**src/rtl/dma2ch_pkg.sv**
```systemverilog
package dma2ch_pkg;
  typedef enum logic [1:0] {MODE_SINGLE = 2'd0, MODE_BLOCK = 2'd1, MODE_DEMAND = 2'd2} mode_e;
  typedef enum logic [1:0] {ST_IDLE, ST_RD, ST_WR} mv_state_e;

  function automatic logic [2:0] unit_bytes(input logic [1:0] w);
    return (w == 2'd0) ? 3'd1 : (w == 2'd1) ? 3'd2 : 3'd4;
  endfunction
endpackage

```
**src/rtl/dma2ch_chan.sv**
```systemverilog
module dma2ch_chan
  import dma2ch_pkg::*;
#(
  parameter int AW   = 32,
  parameter int CNTW = 16
) (
  input  logic            clk_i,
  input  logic            rst_ni,
  input  logic            load_i,
  input  logic            start_i,
  input  logic            stop_i,
  input  logic [AW-1:0]   src_i,
  input  logic [AW-1:0]   dst_i,
  input  logic [CNTW-1:0] cnt_i,
  input  logic [1:0]      width_i,
  input  logic            src_dec_i,
  input  logic            dst_dec_i,
  input  logic            burst_i,
  input  logic [1:0]      mode_i,
  input  logic            xreq_ni,
  input  logic            take_i,
  input  logic            adv_i,
  output logic            ready_o,
  output logic            en_o,
  output logic [AW-1:0]   src_o,
  output logic [AW-1:0]   dst_o,
  output logic [CNTW-1:0] cnt_o,
  output logic [1:0]      width_o,
  output logic            burst_o,
  output logic            done_o
);
  logic [AW-1:0]   src_q, dst_q;
  logic [CNTW-1:0] cnt_q;
  logic [1:0]      width_q, mode_q;
  logic            sdec_q, ddec_q, burst_q, en_q, pend_q, done_q, xreq_q;
  logic            xfall, req, last;
  logic [AW-1:0]   step;

  assign xfall = xreq_q & ~xreq_ni;
  assign req   = start_i | (xfall & (mode_q != MODE_DEMAND));
  assign last  = adv_i && (cnt_q == CNTW'(1));
  assign step  = AW'(unit_bytes(width_q));

  always_ff @(posedge clk_i or negedge rst_ni) begin
    if (!rst_ni) begin
      src_q <= '0; dst_q <= '0; cnt_q <= '0; width_q <= '0; mode_q <= '0;
      sdec_q <= 1'b0; ddec_q <= 1'b0; burst_q <= 1'b0;
      en_q <= 1'b0; pend_q <= 1'b0; done_q <= 1'b0; xreq_q <= 1'b1;
    end else begin
      xreq_q <= xreq_ni;
      if (load_i) begin
        src_q <= src_i; dst_q <= dst_i; cnt_q <= cnt_i; width_q <= width_i;
        mode_q <= mode_i; sdec_q <= src_dec_i; ddec_q <= dst_dec_i; burst_q <= burst_i;
        en_q <= 1'b0; pend_q <= 1'b0; done_q <= 1'b0;
      end else begin
        if (adv_i) begin
          src_q <= sdec_q ? src_q - step : src_q + step;
          dst_q <= ddec_q ? dst_q - step : dst_q + step;
          cnt_q <= cnt_q - CNTW'(1);
        end
        if (last) begin
          done_q <= 1'b1; en_q <= 1'b0; pend_q <= 1'b0;
        end else begin
          if (start_i && !done_q) en_q <= 1'b1;
          else if (stop_i)        en_q <= 1'b0;
          if (req && !done_q)                        pend_q <= 1'b1;
          else if (take_i && mode_q == MODE_SINGLE)  pend_q <= 1'b0;
        end
      end
    end
  end

  assign ready_o = en_q && (cnt_q != '0) && ((mode_q == MODE_DEMAND) ? !xreq_ni : pend_q);
  assign en_o    = en_q;
  assign src_o   = src_q;
  assign dst_o   = dst_q;
  assign cnt_o   = cnt_q;
  assign width_o = width_q;
  assign burst_o = burst_q;
  assign done_o  = done_q;

  AST_CNT_STEP: assert property (@(posedge clk_i) disable iff (!rst_ni)
    !load_i |=> (cnt_q == $past(cnt_q) || cnt_q == $past(cnt_q) - CNTW'(1)));
  AST_DONE_IDLE: assert property (@(posedge clk_i) disable iff (!rst_ni)
    done_q |-> (!en_q && cnt_q == '0));
  AST_NO_RESTART: assert property (@(posedge clk_i) disable iff (!rst_ni)
    done_q && !load_i |=> done_q && !ready_o);
  AST_LOAD_CLEAR: assert property (@(posedge clk_i) disable iff (!rst_ni)
    load_i |=> !done_q);
endmodule

```
**src/rtl/dma2ch_arb.sv**
```systemverilog
module dma2ch_arb #(
  parameter int N  = 2,
  parameter int IW = 1
) (
  input  logic [N-1:0]  req_i,
  output logic [N-1:0]  gnt_o,
  output logic [IW-1:0] idx_o,
  output logic          any_o
);
  // lowest index wins: scan downward, last hit stands
  always_comb begin
    gnt_o = '0;
    idx_o = '0;
    for (int i = N - 1; i >= 0; i--) begin
      if (req_i[i]) begin
        gnt_o = N'(1) << i;
        idx_o = IW'(i);
      end
    end
  end
  assign any_o = |req_i;
endmodule

```
**src/rtl/dma2ch_mover.sv**
```systemverilog
module dma2ch_mover
  import dma2ch_pkg::*;
#(
  parameter int NCH  = 2,
  parameter int AW   = 32,
  parameter int DW   = 32,
  parameter int CNTW = 16,
  parameter int IW   = 1
) (
  input  logic                      clk_i,
  input  logic                      rst_ni,
  input  logic                      any_i,
  input  logic [IW-1:0]             idx_i,
  input  logic [NCH-1:0]            gnt_i,
  input  logic [NCH-1:0]            en_i,
  input  logic [NCH-1:0]            burst_i,
  input  logic [NCH-1:0][CNTW-1:0]  cnt_i,
  input  logic [NCH-1:0][AW-1:0]    src_i,
  input  logic [NCH-1:0][AW-1:0]    dst_i,
  input  logic [NCH-1:0][1:0]       width_i,
  output logic [NCH-1:0]            take_o,
  output logic [NCH-1:0]            adv_o,
  output logic                      m_valid_o,
  output logic                      m_write_o,
  output logic [AW-1:0]             m_addr_o,
  output logic [1:0]                m_size_o,
  output logic [DW-1:0]             m_wdata_o,
  input  logic [DW-1:0]             m_rdata_i,
  input  logic                      m_ready_i
);
  mv_state_e     state_q;
  logic [IW-1:0] cur_q;
  logic [1:0]    beat_q;
  logic [DW-1:0] data_q;
  logic          more;

  // burst continues only inside the four-unit window, with count and enable left
  assign more = burst_i[cur_q] && (beat_q != 2'd3) && (cnt_i[cur_q] > CNTW'(1)) && en_i[cur_q];

  always_ff @(posedge clk_i or negedge rst_ni) begin
    if (!rst_ni) begin
      state_q <= ST_IDLE; cur_q <= '0; beat_q <= '0; data_q <= '0;
    end else begin
      unique case (state_q)
        ST_IDLE: if (any_i) begin
          cur_q <= idx_i; beat_q <= '0; state_q <= ST_RD;
        end
        ST_RD: if (m_ready_i) begin
          data_q <= m_rdata_i; state_q <= ST_WR;
        end
        ST_WR: if (m_ready_i) begin
          beat_q  <= beat_q + 2'd1;
          state_q <= more ? ST_RD : ST_IDLE;
        end
        default: state_q <= ST_IDLE;
      endcase
    end
  end

  assign take_o    = (state_q == ST_IDLE && any_i) ? gnt_i : '0;
  assign adv_o     = (state_q == ST_WR && m_ready_i) ? (NCH'(1) << cur_q) : '0;
  assign m_valid_o = (state_q != ST_IDLE);
  assign m_write_o = (state_q == ST_WR);
  assign m_addr_o  = (state_q == ST_WR) ? dst_i[cur_q] : src_i[cur_q];
  assign m_size_o  = width_i[cur_q];
  assign m_wdata_o = data_q;

  AST_BEAT_HOLD: assert property (@(posedge clk_i) disable iff (!rst_ni)
    m_valid_o && !m_ready_i |=> m_valid_o && $stable(m_addr_o) && $stable(m_write_o));
  AST_BURST_OWNER: assert property (@(posedge clk_i) disable iff (!rst_ni)
    state_q != ST_IDLE |=> state_q == ST_IDLE || $stable(cur_q));
  AST_WR_AFTER_RD: assert property (@(posedge clk_i) disable iff (!rst_ni)
    state_q == ST_RD && m_ready_i |=> m_write_o);
endmodule

```
**src/rtl/dma2ch.sv**
```systemverilog
module dma2ch
  import dma2ch_pkg::*;
#(
  parameter int NCH  = 2,
  parameter int AW   = 32,
  parameter int DW   = 32,
  parameter int CNTW = 16
) (
  input  logic                      clk_i,
  input  logic                      rst_ni,
  input  logic [NCH-1:0]            load_i,
  input  logic [NCH-1:0]            start_i,
  input  logic [NCH-1:0]            stop_i,
  input  logic [NCH-1:0][AW-1:0]    src_i,
  input  logic [NCH-1:0][AW-1:0]    dst_i,
  input  logic [NCH-1:0][CNTW-1:0]  cnt_i,
  input  logic [NCH-1:0][1:0]       width_i,
  input  logic [NCH-1:0]            src_dec_i,
  input  logic [NCH-1:0]            dst_dec_i,
  input  logic [NCH-1:0]            burst_i,
  input  logic [NCH-1:0][1:0]       mode_i,
  input  logic [NCH-1:0]            irq_en_i,
  input  logic [NCH-1:0]            xreq_ni,
  output logic [NCH-1:0]            done_o,
  output logic [NCH-1:0]            irq_o,
  output logic                      m_valid_o,
  output logic                      m_write_o,
  output logic [AW-1:0]             m_addr_o,
  output logic [1:0]                m_size_o,
  output logic [DW-1:0]             m_wdata_o,
  input  logic [DW-1:0]             m_rdata_i,
  input  logic                      m_ready_i
);
  localparam int IW = (NCH > 1) ? $clog2(NCH) : 1;

  logic [NCH-1:0]           ready, en, burst, take, adv, gnt;
  logic [NCH-1:0][CNTW-1:0] cnt;
  logic [NCH-1:0][AW-1:0]   src, dst;
  logic [NCH-1:0][1:0]      width;
  logic [IW-1:0]            idx;
  logic                     any;

  for (genvar c = 0; c < NCH; c++) begin : g_ch
    dma2ch_chan #(.AW(AW), .CNTW(CNTW)) u_chan (
      .clk_i, .rst_ni,
      .load_i(load_i[c]), .start_i(start_i[c]), .stop_i(stop_i[c]),
      .src_i(src_i[c]), .dst_i(dst_i[c]), .cnt_i(cnt_i[c]), .width_i(width_i[c]),
      .src_dec_i(src_dec_i[c]), .dst_dec_i(dst_dec_i[c]), .burst_i(burst_i[c]),
      .mode_i(mode_i[c]), .xreq_ni(xreq_ni[c]),
      .take_i(take[c]), .adv_i(adv[c]),
      .ready_o(ready[c]), .en_o(en[c]), .src_o(src[c]), .dst_o(dst[c]),
      .cnt_o(cnt[c]), .width_o(width[c]), .burst_o(burst[c]), .done_o(done_o[c])
    );
  end

  dma2ch_arb #(.N(NCH), .IW(IW)) u_arb (
    .req_i(ready), .gnt_o(gnt), .idx_o(idx), .any_o(any)
  );

  dma2ch_mover #(.NCH(NCH), .AW(AW), .DW(DW), .CNTW(CNTW), .IW(IW)) u_mover (
    .clk_i, .rst_ni, .any_i(any), .idx_i(idx), .gnt_i(gnt),
    .en_i(en), .burst_i(burst), .cnt_i(cnt), .src_i(src), .dst_i(dst), .width_i(width),
    .take_o(take), .adv_o(adv),
    .m_valid_o, .m_write_o, .m_addr_o, .m_size_o, .m_wdata_o, .m_rdata_i, .m_ready_i
  );

  assign irq_o = done_o & irq_en_i;

  AST_IRQ_MASK: assert property (@(posedge clk_i) disable iff (!rst_ni)
    irq_o[0] |-> done_o[0] && irq_en_i[0]);
endmodule

```
**config.mk**
```make
export PLATFORM = sky130hd
export DESIGN_NAME = dma2ch
export DESIGN_NICKNAME = d
export VERILOG_FILES = /design/src/rtl/dma2ch_pkg.sv /design/src/rtl/dma2ch_chan.sv /design/src/rtl/dma2ch_arb.sv /design/src/rtl/dma2ch_mover.sv /design/src/rtl/dma2ch.sv
export SDC_FILE = /design/constraint.sdc
export NUM_CORES = 1
export LEC_CHECK = 0
export BUFFER_PORTS_ARGS = -buffer_cell sky130_fd_sc_hd__buf_4
export CAP_MARGIN = 5
export CORE_MARGIN = 4
export CORE_UTILIZATION = 40
export CTS_BUF_LIST = sky130_fd_sc_hd__clkbuf_8
export CTS_CLUSTER_SIZE = 14
export DETAILED_ROUTE_END_ITERATION = 10
export PLACE_DENSITY = 0.66
export SETUP_SLACK_MARGIN = 0.2
export SLEW_MARGIN = 10
export SYNTH_ARGS = -nofsm -noshare
export SYNTH_HDL_FRONTEND = slang
export SYNTH_SLANG_ARGS = --single-unit
```
**constraint.sdc**
```tcl
create_clock -name clk_i -period 7.5 [get_ports clk_i]
set_input_delay 1.125 -clock clk_i [delete_from_list [all_inputs] [get_ports clk_i]]
set_output_delay 1.125 -clock clk_i [all_outputs]
set_load 0.005 [all_outputs]
```
==> flow_metrics.tcl <==
set metrics [dict create \
    status "finished, final reports clean" \
    end_kind "flop" \
    ios 291 \
    port_buffers 290 \
    die_height_um 213.3 \
    hold_path.class "reg -> reg" \
    core.rowCount 74 \
    ys_async_sr_fraction_pct 100.0 \
    syn_to_final_growth_pct 20.70 \
    crit_required_ns 8.01 \
    finalSetupTns_ns 0 \
    routed_via_density 5.567 \
    ys_warn_count 0 \
    dp_hpwl_um 40180 \
    place_congestion 0.8870 \
    avgSynthCellArea_um2 8.781 \
    holdWs_ns 0.4854 \
    first_pass_iters 5 \
    cts_tree "built" \
    grt_setup_unrepaired "false" \
    grt_pass1_vias 14860 \
    syn_inst 1920 \
    start_util_pct 40.83 \
    worstPathArrival_ns 4.51 \
    hold_buffers 0 \
    yosys.area.top_type "dfrtp_1" \
    grt_first_pass_wirelength_um 80520 \
    p_leak_nw 9.364 \
    power_switching_mw 2.118 \
    grt-ovfl-total 0 \
    cts_root_buffer "clkbuf_8" \
    relSlewSlack_pct 27.02 \
    nNetsFinal 2531 \
    clock-sinks 219 \
    cts_buffer_depth 3 \
    grt_max_degree 127 \
    p_int_mw 3.359 \
    use_met1_pct 31.95 \
    syn_area_um2 16860 \
    die_w_um 213.3 \
    tightestPinTransition_ns 1.095 \
    combPwrFrac_pct 47.0 \
    hold_viol 0 \
    track_usage_pct 22.28 \
    timing.final.crit_share_pct 53.26 \
    antenna_found_initial 2 \
    worstPathMaxFanout 18 \
    clk_pin_slew_ns 0.06 \
    irDropWorstVdd_mv 0.1051 \
    slew_violations 0 \
    synthesis.nets 2272 \
    finalSetupViolCount 0 \
    max_cap_violations 0 \
    swShare_pct 38.67 \
    ys_seq_area_share_pct 32.52 \
    fp.dieArea_um2 45500 \
    drt_iter0_drc 1162 \
    fin_crit_ns 3.995 \
    powerDensity_nw_per_um2 269.2 \
    p_clk_share_pct 22.3 \
    synth_flop_cell "dfrtp_1" \
    fill_cells 3959 \
    clk_latency_ns 0.60 \
    grtUsageMet2_pct 33.50 \
    cp-start-kind "flop" \
    wirelength_um 52550 \
    final_antenna_net_count 0 \
    fin_worst_skew_ns 0.02649 \
    vias 15270 \
    synth_top_cell_area_share_pct 32.21 \
    post_cts_buffers 0 \
    ys_ff_latch 219 \
    met3_usage_pct 5.392 \
    cts-resized-gates 0 \
    sequentialPowerShare_pct 30.7 \
    wire_per_inst_um 19.16 \
    grt.busiest_layer "met2" \
    synth_edf_count 0 \
    remaining_drc_errors 0 \
    numCtsBuffers 44 \
    htreeDepth 2 \
    crit_type "reg -> reg" \
    core_area_um2 41290 \
    ys_top_cells_by_count "nand2_1 (231), dfrtp_1 (217), a21oi_1 (194)" \
    yosysMostFrequentCell "nand2_1" \
    fmax_ghz 0.2503 \
    yosys-top-cells-area "dfrtp_1 (32%), ha_1 (9.6%), a21oi_1 (5.8%)" \
    yosys.cell_types.count 87 \
    final_layout_size_suffix_gt1_share_pct 22.31 \
]
stage by stage:
stage	setup WS [ns]	instance area [um^2]	utilization, %	power, mW	cells
after floorplan	4.168	16860	-	3.327	1920
after global placement	3.718	19490	47.19	4.208	2665
after detailed placement	3.600	19490	47.19	4.255	2665
after CTS	3.570	20350	49.27	5.518	2742
after global routing	3.357	20350	49.28	5.861	2743
final	3.505	20350	49.28	5.478	2743
layer usage:
metal,up-vias,wire (um)
li1,7502,-
met5,-,13
met4,2,1375
met3,78,3951
met2,426,23140
met1,7263,24070
sequential cells by signal, summed over array words and instances (netlist names):
name,cells
g_ch.u_chan.pend_q,2
g_ch.u_chan.xreq_q,2
g_ch.u_chan.sdec_q,2
g_ch.u_chan.en_o,2
u_mover.m_wdata_o,32
g_ch.u_chan.ddec_q,2
g_ch.u_chan.burst_o,2
g_ch.u_chan.done_o,2
u_mover.beat_q,2
g_ch.u_chan.dst_o,64
g_ch.u_chan.cnt_o,32
g_ch.u_chan.width_o,4
u_mover.cur_q,1
g_ch.u_chan.src_o,64
g_ch.u_chan.mode_q,4
u_mover.state_q,2
power groups by stage:
| stage | clock network (mW) | logic [mW] | registers, mW |
|---|---|---|---|
| global placement | 0 | 2.53 | 1.68 |
| detailed placement | 0 | 2.56 | 1.69 |
| finish | 1.22 | 2.58 | 1.68 |
| CTS | 1.27 | 2.58 | 1.67 |
| floorplan | 0 | 1.75 | 1.58 |
| global route | 1.32 | 2.83 | 1.71 |
final timing paths:
kind	start	end	slack (ns)	depth (start not counted)
max in group asynchronous	rst_ni	g_ch[1].u_chan.cnt_o[15]	5.37	2
hold / removal	u_mover.beat_q[0]	u_mover.beat_q[0]	0.49	1
setup / recovery	g_ch[0].u_chan.sdec_q	g_ch[0].u_chan.src_o[31]	3.51	12
min in group asynchronous	rst_ni	g_ch[1].u_chan.src_o[7]	0.65	1
setup reg to reg	g_ch[0].u_chan.sdec_q	g_ch[0].u_chan.src_o[31]	3.51	12
hold reg to reg	u_mover.beat_q[0]	u_mover.beat_q[0]	0.49	1
worst max-delay path, stage by stage (launching register included):
cell and delay, ns:
dfrtp_1 0.81, buf_4 0.36, ha_1 0.33, a2111oi_4 0.42, inv_1 0.07, o211ai_1 0.28
nand3_1 0.22, a31oi_1 0.23, nor3_1 0.10, a221oi_1 0.38, xor2_1 0.14, or4_1 0.42
o211ai_1 0.12
logic make-up after synthesis:
family,count (synthesis),synth area share [%]
XOR/XNOR,134,6.961
AND/OR/NAND/NOR,568,15.73
multiplexers,109,9.291
adder cells (fa/ha/maj),133,10.05
flip-flops,219,32.52
buffers and inverters,140,3.191
AO/OA/AOI/OAI,617,22.26
layout make-up:
class	instances	area (um^2)	share of cell area, %
clock buffers	53	729.5	3.585
flip-flops and latches	219	5484	26.95
inverters	48	180.2	0.8854
repair buffers	305	2297	11.29
well taps	532	665.6	3.271
clock inverters	24	128.9	0.6333
multi-input cells	1561	10860	53.38
diodes	1	2.502	0.01230
cell usage in the layout, fill, tap and decap left out, drive strengths merged, types with 11 or more instances in the layout:
master	synthesis	final
a211oi	20	20
a21o	61	61
a21oi	195	195
a31oi	14	14
and2	11	11
and3	17	17
buf	12	305
clkbuf	80	53
dfrtp	217	217
ha	129	129
inv	48	65
mux2	60	60
mux2i	17	17
mux4	32	32
nand2	232	232
nand2b	26	26
nand3	25	25
nand4	15	15
nor2	133	133
nor2b	19	19
nor3	36	36
o211ai	11	11
o21a	14	14
o21ai	214	214
o21bai	21	21
xnor2	76	76
xor2	58	58
No activity file was read; power rests on OpenSTA's default activity.
